$ cat config.mk
export PLATFORM = sky130hd
export DESIGN_NAME = adc_lane_deser
export DESIGN_NICKNAME = d
export VERILOG_FILES = /design/src/rtl/adc_deser_pkg.sv /design/src/rtl/adc_lane_shift.sv /design/src/rtl/adc_frame_track.sv /design/src/rtl/adc_batch_seq.sv /design/src/rtl/adc_sample_fifo.sv /design/src/rtl/adc_lane_deser.sv
export SDC_FILE = /design/constraint.sdc
export NUM_CORES = 1
export LEC_CHECK = 0
export ABC_CLOCK_PERIOD_IN_PS = 14400
export BUFFER_PORTS_ARGS = -buffer_cell sky130_fd_sc_hd__buf_2
export CORE_UTILIZATION = 60
export DETAILED_ROUTE_END_ITERATION = 12
export GPL_TIMING_DRIVEN = 0
export HOLD_SLACK_MARGIN = 0.02
export PLACE_DENSITY_LB_ADDON = 0.2
export SLEW_MARGIN = 20
export SYNTH_ARGS = -nofsm -noshare
export SYNTH_HDL_FRONTEND = slang
export SYNTH_SLANG_ARGS = --single-unit
$ cat constraint.sdc
create_clock -name clk -period 14.4 [get_ports clk]
set_input_delay 0 -clock clk [delete_from_list [all_inputs] [get_ports clk]]
set_output_delay 0 -clock clk [all_outputs]
set_load 0.01 [all_outputs]
$ cat src/rtl/adc_deser_pkg.sv
package adc_deser_pkg;
  localparam int CH_W    = 3;
  localparam int HDR_W   = 8;
  localparam int SMP_W   = 16;
  localparam int FRAME_W = HDR_W + SMP_W;
  localparam int NUM_CH  = 1 << CH_W;

  typedef enum logic [1:0] {
    LM_SERIAL   = 2'd0,
    LM_DUAL     = 2'd1,
    LM_WIDE     = 2'd2,
    LM_WIDE_ALT = 2'd3
  } lane_mode_e;

  typedef struct packed {
    logic [CH_W-1:0]  chan;
    logic [HDR_W-1:0] hdr;
    logic [SMP_W-1:0] smp;
  } sample_t;
endpackage

$ cat src/rtl/adc_lane_shift.sv
module adc_lane_shift #(
  parameter int LANES = 8,
  parameter int WORD_W = 24
) (
  input  logic                          clk,
  input  logic                          rst_n,
  input  logic                          shift_en,
  input  logic [LANES-1:0]              lanes_in,
  output logic [LANES-1:0][WORD_W-1:0]  word_o
);
  // Each lane keeps WORD_W-1 earlier bits; the newest bit is taken live
  // so the full word is ready on the cycle its last bit is sampled.
  for (genvar l = 0; l < LANES; l++) begin : g_lane
    logic [WORD_W-2:0] sh_q;
    logic [WORD_W-2:0] sh_d;

    always_comb begin
      sh_d = {sh_q[WORD_W-3:0], lanes_in[l]};
    end

    always_ff @(posedge clk or negedge rst_n) begin
      if (!rst_n) begin
        sh_q <= '0;
      end else if (shift_en) begin
        sh_q <= sh_d;
      end
    end

    assign word_o[l] = {sh_q, lanes_in[l]};
  end
endmodule

$ cat src/rtl/adc_frame_track.sv
module adc_frame_track
  import adc_deser_pkg::*;
#(
  parameter int FRAME_BITS = FRAME_W,
  parameter int SLOT_W = CH_W,
  parameter int ERR_W = 8
) (
  input  logic              clk,
  input  logic              rst_n,
  input  logic [1:0]        lane_mode,
  input  logic              frame_start,
  output logic              shift_en,
  output logic              frame_done,
  output logic [SLOT_W-1:0] slot,
  output logic [ERR_W-1:0]  sync_err_cnt
);
  localparam int BIT_W = $clog2(FRAME_BITS);
  localparam logic [BIT_W-1:0] LAST_BIT = BIT_W'(FRAME_BITS - 1);
  localparam logic [BIT_W-1:0] ONE_BIT  = BIT_W'(1);
  localparam logic [ERR_W-1:0] ERR_MAX  = '1;

  logic              armed_q, armed_d;
  logic [BIT_W-1:0]  bit_q, bit_d;
  logic [SLOT_W-1:0] slot_q, slot_d, slot_wrap;
  logic [ERR_W-1:0]  err_q, err_d;
  logic              done_c;

  // Slot after a completed frame, per lane arrangement.
  always_comb begin
    case (lane_mode)
      LM_SERIAL: slot_wrap = slot_q + 1'b1;
      LM_DUAL:   slot_wrap = {1'b0, (SLOT_W-1)'(slot_q[SLOT_W-2:0] + 1'b1)};
      default:   slot_wrap = '0;
    endcase
  end

  always_comb begin
    armed_d = armed_q;
    bit_d   = bit_q;
    slot_d  = slot_q;
    err_d   = err_q;
    done_c  = 1'b0;
    if (frame_start) begin
      armed_d = 1'b1;
      bit_d   = ONE_BIT;
      slot_d  = '0;
      if (armed_q && (bit_q != '0) && (err_q != ERR_MAX)) begin
        err_d = err_q + 1'b1;
      end
    end else if (armed_q) begin
      if (bit_q == LAST_BIT) begin
        done_c = 1'b1;
        bit_d  = '0;
        slot_d = slot_wrap;
      end else begin
        bit_d = bit_q + 1'b1;
      end
    end
  end

  always_ff @(posedge clk or negedge rst_n) begin
    if (!rst_n) begin
      armed_q <= 1'b0;
      bit_q   <= '0;
      slot_q  <= '0;
      err_q   <= '0;
    end else begin
      armed_q <= armed_d;
      bit_q   <= bit_d;
      slot_q  <= slot_d;
      err_q   <= err_d;
    end
  end

  assign shift_en     = frame_start | armed_q;
  assign frame_done   = done_c;
  assign slot         = slot_q;
  assign sync_err_cnt = err_q;
endmodule

$ cat src/rtl/adc_batch_seq.sv
module adc_batch_seq
  import adc_deser_pkg::*;
(
  input  logic                          clk,
  input  logic                          rst_n,
  input  logic [1:0]                    lane_mode,
  input  logic                          frame_done,
  input  logic [CH_W-1:0]               slot,
  input  logic [NUM_CH-1:0][FRAME_W-1:0] words,
  output logic                          wr_req,
  output sample_t                       wr_data
);
  logic [NUM_CH-1:0]              pend_q, pend_d;
  logic [NUM_CH-1:0]              load;
  logic [NUM_CH-1:0][FRAME_W-1:0] src;
  logic [NUM_CH-1:0][FRAME_W-1:0] hold_q;
  logic [NUM_CH-1:0]              sel_mask;
  logic [CH_W-1:0]                sel_idx;
  logic                           found;

  // Hold slot c always belongs to channel c; mode picks which lane feeds it.
  for (genvar c = 0; c < NUM_CH; c++) begin : g_slot
    localparam logic [CH_W-1:0] CI = CH_W'(c);
    localparam int DUAL_SRC = c >> (CH_W - 1);

    always_comb begin
      case (lane_mode)
        LM_SERIAL: begin
          load[c] = frame_done && (slot == CI);
          src[c]  = words[0];
        end
        LM_DUAL: begin
          load[c] = frame_done && (slot[CH_W-2:0] == CI[CH_W-2:0]);
          src[c]  = words[DUAL_SRC];
        end
        default: begin
          load[c] = frame_done;
          src[c]  = words[c];
        end
      endcase
    end

    always_ff @(posedge clk or negedge rst_n) begin
      if (!rst_n) begin
        hold_q[c] <= '0;
      end else if (load[c]) begin
        hold_q[c] <= src[c];
      end
    end
  end

  // Lowest pending channel goes out first: ascending order.
  always_comb begin
    sel_idx = '0;
    found   = 1'b0;
    for (int i = 0; i < NUM_CH; i++) begin
      if (pend_q[i] && !found) begin
        found   = 1'b1;
        sel_idx = CH_W'(i);
      end
    end
    sel_mask = found ? (NUM_CH'(1) << sel_idx) : '0;
    pend_d   = (pend_q & ~sel_mask) | load;
  end

  always_ff @(posedge clk or negedge rst_n) begin
    if (!rst_n) begin
      pend_q <= '0;
    end else begin
      pend_q <= pend_d;
    end
  end

  assign wr_req       = found;
  assign wr_data.chan = sel_idx;
  assign wr_data.hdr  = hold_q[sel_idx][FRAME_W-1 -: HDR_W];
  assign wr_data.smp  = hold_q[sel_idx][SMP_W-1:0];
endmodule

$ cat src/rtl/adc_sample_fifo.sv
module adc_sample_fifo
  import adc_deser_pkg::*;
#(
  parameter int DEPTH = 8
) (
  input  logic                        clk,
  input  logic                        rst_n,
  input  logic                        wr_req,
  input  sample_t                     wr_data,
  input  logic                        rd_ready,
  output logic                        rd_valid,
  output sample_t                     rd_data,
  output logic                        drop,
  output logic                        full,
  output logic [$clog2(DEPTH+1)-1:0]  cnt
);
  localparam int AW = (DEPTH > 1) ? $clog2(DEPTH) : 1;
  localparam int CW = $clog2(DEPTH + 1);
  localparam logic [AW-1:0] PTR_LAST = AW'(DEPTH - 1);
  localparam logic [CW-1:0] CNT_FULL = CW'(DEPTH);

  sample_t           mem [DEPTH];
  logic [AW-1:0]     wr_ptr_q, wr_ptr_d, rd_ptr_q, rd_ptr_d;
  logic [CW-1:0]     cnt_q, cnt_d;
  logic              push, pop;

  always_comb begin
    pop  = (cnt_q != '0) && rd_ready;
    push = wr_req && ((cnt_q != CNT_FULL) || pop);
    wr_ptr_d = wr_ptr_q;
    rd_ptr_d = rd_ptr_q;
    cnt_d    = cnt_q;
    if (push) wr_ptr_d = (wr_ptr_q == PTR_LAST) ? '0 : wr_ptr_q + 1'b1;
    if (pop)  rd_ptr_d = (rd_ptr_q == PTR_LAST) ? '0 : rd_ptr_q + 1'b1;
    case ({push, pop})
      2'b10:   cnt_d = cnt_q + 1'b1;
      2'b01:   cnt_d = cnt_q - 1'b1;
      default: cnt_d = cnt_q;
    endcase
  end

  always_ff @(posedge clk or negedge rst_n) begin
    if (!rst_n) begin
      wr_ptr_q <= '0;
      rd_ptr_q <= '0;
      cnt_q    <= '0;
    end else begin
      wr_ptr_q <= wr_ptr_d;
      rd_ptr_q <= rd_ptr_d;
      cnt_q    <= cnt_d;
    end
  end

  always_ff @(posedge clk) begin
    if (push) mem[wr_ptr_q] <= wr_data;
  end

  assign rd_valid = (cnt_q != '0);
  assign rd_data  = mem[rd_ptr_q];
  assign drop     = wr_req && !push;
  assign full     = (cnt_q == CNT_FULL);
  assign cnt      = cnt_q;
endmodule

$ cat src/rtl/adc_lane_deser.sv
module adc_lane_deser
  import adc_deser_pkg::*;
#(
  parameter int FIFO_DEPTH = 8,
  parameter int ERR_W = 8
) (
  input  logic              clk,
  input  logic              rst_n,
  input  logic [1:0]        lane_mode,
  input  logic              frame_start,
  input  logic [NUM_CH-1:0] lanes_in,
  input  logic              out_ready,
  input  logic              clr_ovf,
  output logic              out_valid,
  output logic [CH_W-1:0]   out_chan,
  output logic [HDR_W-1:0]  out_hdr,
  output logic [SMP_W-1:0]  out_smp,
  output logic              overflow,
  output logic [ERR_W-1:0]  sync_err_cnt
);
  localparam int CNT_W = $clog2(FIFO_DEPTH + 1);

  logic [1:0] rst_sync_q;
  logic       rst_core_n;

  always_ff @(posedge clk or negedge rst_n) begin
    if (!rst_n) rst_sync_q <= 2'b00;
    else        rst_sync_q <= {rst_sync_q[0], 1'b1};
  end
  assign rst_core_n = rst_sync_q[1];

  logic                           shift_en, frame_done;
  logic [CH_W-1:0]                slot;
  logic [NUM_CH-1:0][FRAME_W-1:0] words;
  logic                           wr_req;
  sample_t                        wr_data, rd_data;
  logic                           fifo_drop, fifo_full;
  logic [CNT_W-1:0]               fifo_cnt;
  logic                           ovf_q, ovf_d;

  adc_frame_track #(.FRAME_BITS(FRAME_W), .SLOT_W(CH_W), .ERR_W(ERR_W)) u_track (
    .clk(clk), .rst_n(rst_core_n), .lane_mode(lane_mode),
    .frame_start(frame_start), .shift_en(shift_en), .frame_done(frame_done),
    .slot(slot), .sync_err_cnt(sync_err_cnt)
  );

  adc_lane_shift #(.LANES(NUM_CH), .WORD_W(FRAME_W)) u_shift (
    .clk(clk), .rst_n(rst_core_n), .shift_en(shift_en),
    .lanes_in(lanes_in), .word_o(words)
  );

  adc_batch_seq u_seq (
    .clk(clk), .rst_n(rst_core_n), .lane_mode(lane_mode),
    .frame_done(frame_done), .slot(slot), .words(words),
    .wr_req(wr_req), .wr_data(wr_data)
  );

  adc_sample_fifo #(.DEPTH(FIFO_DEPTH)) u_fifo (
    .clk(clk), .rst_n(rst_core_n), .wr_req(wr_req), .wr_data(wr_data),
    .rd_ready(out_ready), .rd_valid(out_valid), .rd_data(rd_data),
    .drop(fifo_drop), .full(fifo_full), .cnt(fifo_cnt)
  );

  // A drop in the same cycle as a clear leaves the flag set.
  always_comb begin
    ovf_d = ovf_q;
    if (clr_ovf)   ovf_d = 1'b0;
    if (fifo_drop) ovf_d = 1'b1;
  end

  always_ff @(posedge clk or negedge rst_core_n) begin
    if (!rst_core_n) ovf_q <= 1'b0;
    else             ovf_q <= ovf_d;
  end

  assign overflow = ovf_q;
  assign out_chan = rd_data.chan;
  assign out_hdr  = rd_data.hdr;
  assign out_smp  = rd_data.smp;
endmodule

==> impl_metrics.toml <==
[run_status]
run_status = "complete, no violations"

[cts]
clock_latency_ns = 0.63
htree_levels = 2
clk_path_buf_depth = 3
holdBufCountCts = 16
numCtsBuffers = 61
cts_setup_buffers = 0
cts_resized = 0
cts_sinks = 630
clkTransAtPathRegs_ns = 0.06
cts_tree = "built"
root_buffer = "clkbuf_16"

[critical_path]
crit_fanout = 10
setup.worst_path.end_class = "flop"
critical_path_class = "reg -> reg"
cp.required_ns = 14.71
arrival_ns = 3.73
startpoint_type = "flop"

[timing]
period_minus_slack_ns = 3.42
finalHoldViolations = 0
hold_ws_ns = 0.175
clock.fmax_mhz = 293
max_slew_margin_pct = 26.8
finalCritPeriodShare_pct = 23.7
tightest_slew_ns = 1.10
finalSetupTns_ns = 0
final.setup_skew_ns = 0.0155
rsz0062_at_grt = "false"
setup_violations = 0
slew_violations = 0

[synth]
synth.largest_area_cell = "dfrtp_1"
synth-seq-cells = 630
synth.avg_cell_area_sq_um = 13.3
synth-async-reset-ratio_pct = 65.7
syn_inst = 2023
synth_fp_nets = 2055
seq_area_frac_synth_pct = 62.6
synth_top_cell_area_share_pct = 38.5
synthFlopType = "dfrtp_1"
synth_warnings = 0
netlist_area_sq_um = 26900
synth.area.top_cells = "dfrtp_1 38%, edfxtp_1 24%, mux2_2 9.2%"
ys_types = 65
synth_edf_count = 216

[worst_hold_path]
hold_path_class = "in -> reg"

[cells_and_area]
antenna_cells = 0
layout-drive-gt1-share_pct = 25.8
register_area_sq_um = 16800
nets = 2211
multiInputGateArea_sq_um = 9480
postLayoutCoreUtil_pct = 69.7
area_growth_pct = 14.4
n_fill_cell = 3086

[floorplan]
io-pin-count = 52
placeableCoreArea_sq_um = 44200
die_x_um = 214
placementRows = 77
die_y_um = 214
dieArea_sq_um = 45700
start_util_pct = 60.9

[pwr]
p_total_w = 0.00420
p_leak_nw = 13.1
power_density_nw_per_um2 = 136
irDropWorstVdd_mv = 0.119

[drt]
viasPerCell = 6.41
initialDrtViolationCount = 1991
ant_nets = 0
dr.pass1.iters = 6
avgRoutedWirePerCell_um = 27.2
num_vias = 18100
wl_um = 76800
drc = 0

[run]
drv_cap = 0

[global_route]
antenna_found_initial = 1
grt_max_degree = 57
grt_overflow = 0
grt_pass1_vias = 18200
grtUsageTotal_pct = 34.8
grt_pass1_wl_um = 114000

[placed_design]
place_congestion = 1.03
port_buffers = 50
detailed_place_hpwl_um = 55000
[worst max-delay path, cell delays in order (launching register included)]
cell      delay [ns]
dfrtp_1         0.46
nor2_1          0.27
nand3b_2        0.34
and2_2          0.29
clkbuf_1        0.44
o21ai_0         0.47
a211oi_2        0.81
[final cells by class]
type                    count  share of cell area (%)
flip-flops and latches    630                    54.7
multi-input cells        1240                    30.8
clock buffers              81                    5.56
repair buffers             93                    2.84
well taps                 592                    2.40
plain buffers             138                    2.18
clock inverters            35                    1.33
inverters                  15                   0.191
[sequential cells by signal (all words and copies together) (netlist names)]
register	cells
overflow	1
rst_sync_q	2
u_fifo.cnt	4
u_fifo.mem	216
u_fifo.rd_ptr_q	3
u_fifo.wr_ptr_q	3
u_seq.hold_q	192
u_seq.pend_q	8
u_shift.g_lane.sh_q	184
u_track.armed_q	1
u_track.bit_q	5
u_track.slot	3
u_track.sync_err_cnt	8
[worst paths after layout]
kind	end	cells past startpoint	slack, ns	startpoint
worst max-delay path	u_fifo.mem[6][7]	6	10.98	u_seq.pend_q[6]
worst min-delay path	u_shift.g_lane[2].sh_q[0]	3	0.18	lanes_in[2]
worst max register to register	u_fifo.mem[6][7]	6	10.98	u_seq.pend_q[6]
worst min register to register	u_shift.g_lane[6].sh_q[4]	0	0.30	rst_sync_q[1]
max in group asynchronous	u_shift.g_lane[2].sh_q[16]	3	12.87	rst_sync_q[1]
min in group asynchronous	rst_sync_q[1]	3	0.23	rst_n
[per-stage QoR]
step | instances | setup slack, ns | instance area [sq um]
global route | 2824 | 11.06 | 30800
global placement | 2665 | -2.25 | 27900
detailed placement | 2686 | 10.91 | 28500
floorplan | 2023 | 2.01 | 26900
finish | 2824 | 10.98 | 30800
CTS | 2818 | 10.93 | 30800
[cells by family after synthesis]
group / share of synthesized area, %
DFF: 62.6
AOI/OAI and AO/OA: 10.7
and+or+nand+nor: 7.08
muxes: 15.7
buffers and inverters: 2.71
adders and majority gates: 0.818
xor gates and xnor gates: 0.390
other: 0.0139
[cell usage after synthesis (16+ instances only)]
cell,count
a211oi_1,63
a21oi_1,352
a221oi_1,16
and3_1,77
buf_2,51
clkbuf_1,62
dfrtp_1,414
edfxtp_1,216
ha_1,16
mux2_2,219
mux2i_1,30
mux4_2,54
nor2_1,216
nor2b_1,26
o21ai_0,24
[cell usage in the layout (no fill, tap or decap), types with 7 or more instances in the layout]
| cell type | instances |
|---|---|
| ha_1 | 16 |
| nand2_1 | 11 |
| clkinv_1 | 7 |
| nor2b_1 | 26 |
| nand2b_1 | 12 |
| mux2_4 | 9 |
| buf_2 | 105 |
| nor2_1 | 210 |
| mux4_2 | 54 |
| mux2i_1 | 30 |
| mux2_1 | 10 |
| mux2_2 | 219 |
| clkbuf_8 | 9 |
| dfrtp_1 | 413 |
| nor4_2 | 10 |
| dlygate4sd3_1 | 16 |
| bufinv_16 | 8 |
| inv_1 | 12 |
| a221oi_1 | 16 |
| clkinv_2 | 11 |
| buf_16 | 12 |
| clkbuf_1 | 72 |
| edfxtp_1 | 216 |
| a21boi_0 | 14 |
| nor2_4 | 7 |
| a21oi_1 | 352 |
| buf_4 | 20 |
| o21ai_0 | 24 |
| a211oi_1 | 63 |
| clkbuf_16 | 62 |
| and3_1 | 77 |
[per-layer routing]
metal  track usage, %  vias up  wire, um
met3             6.49      214      6430
met1             46.1     9172     29600
met2             55.3      943     36300
met5                0        -         0
li1                 -     7786         -
met4             17.9        0      4520
[where the power goes]
part	switching, W	leakage, nW	internal [W]
clock	0.000692	1.03	0.000981
sequential	0.0000564	7.39	0.00190
combinational	0.000302	4.63	0.000274
total	0.00105	13.1	0.00315
(Power assumes the default switching activity.)
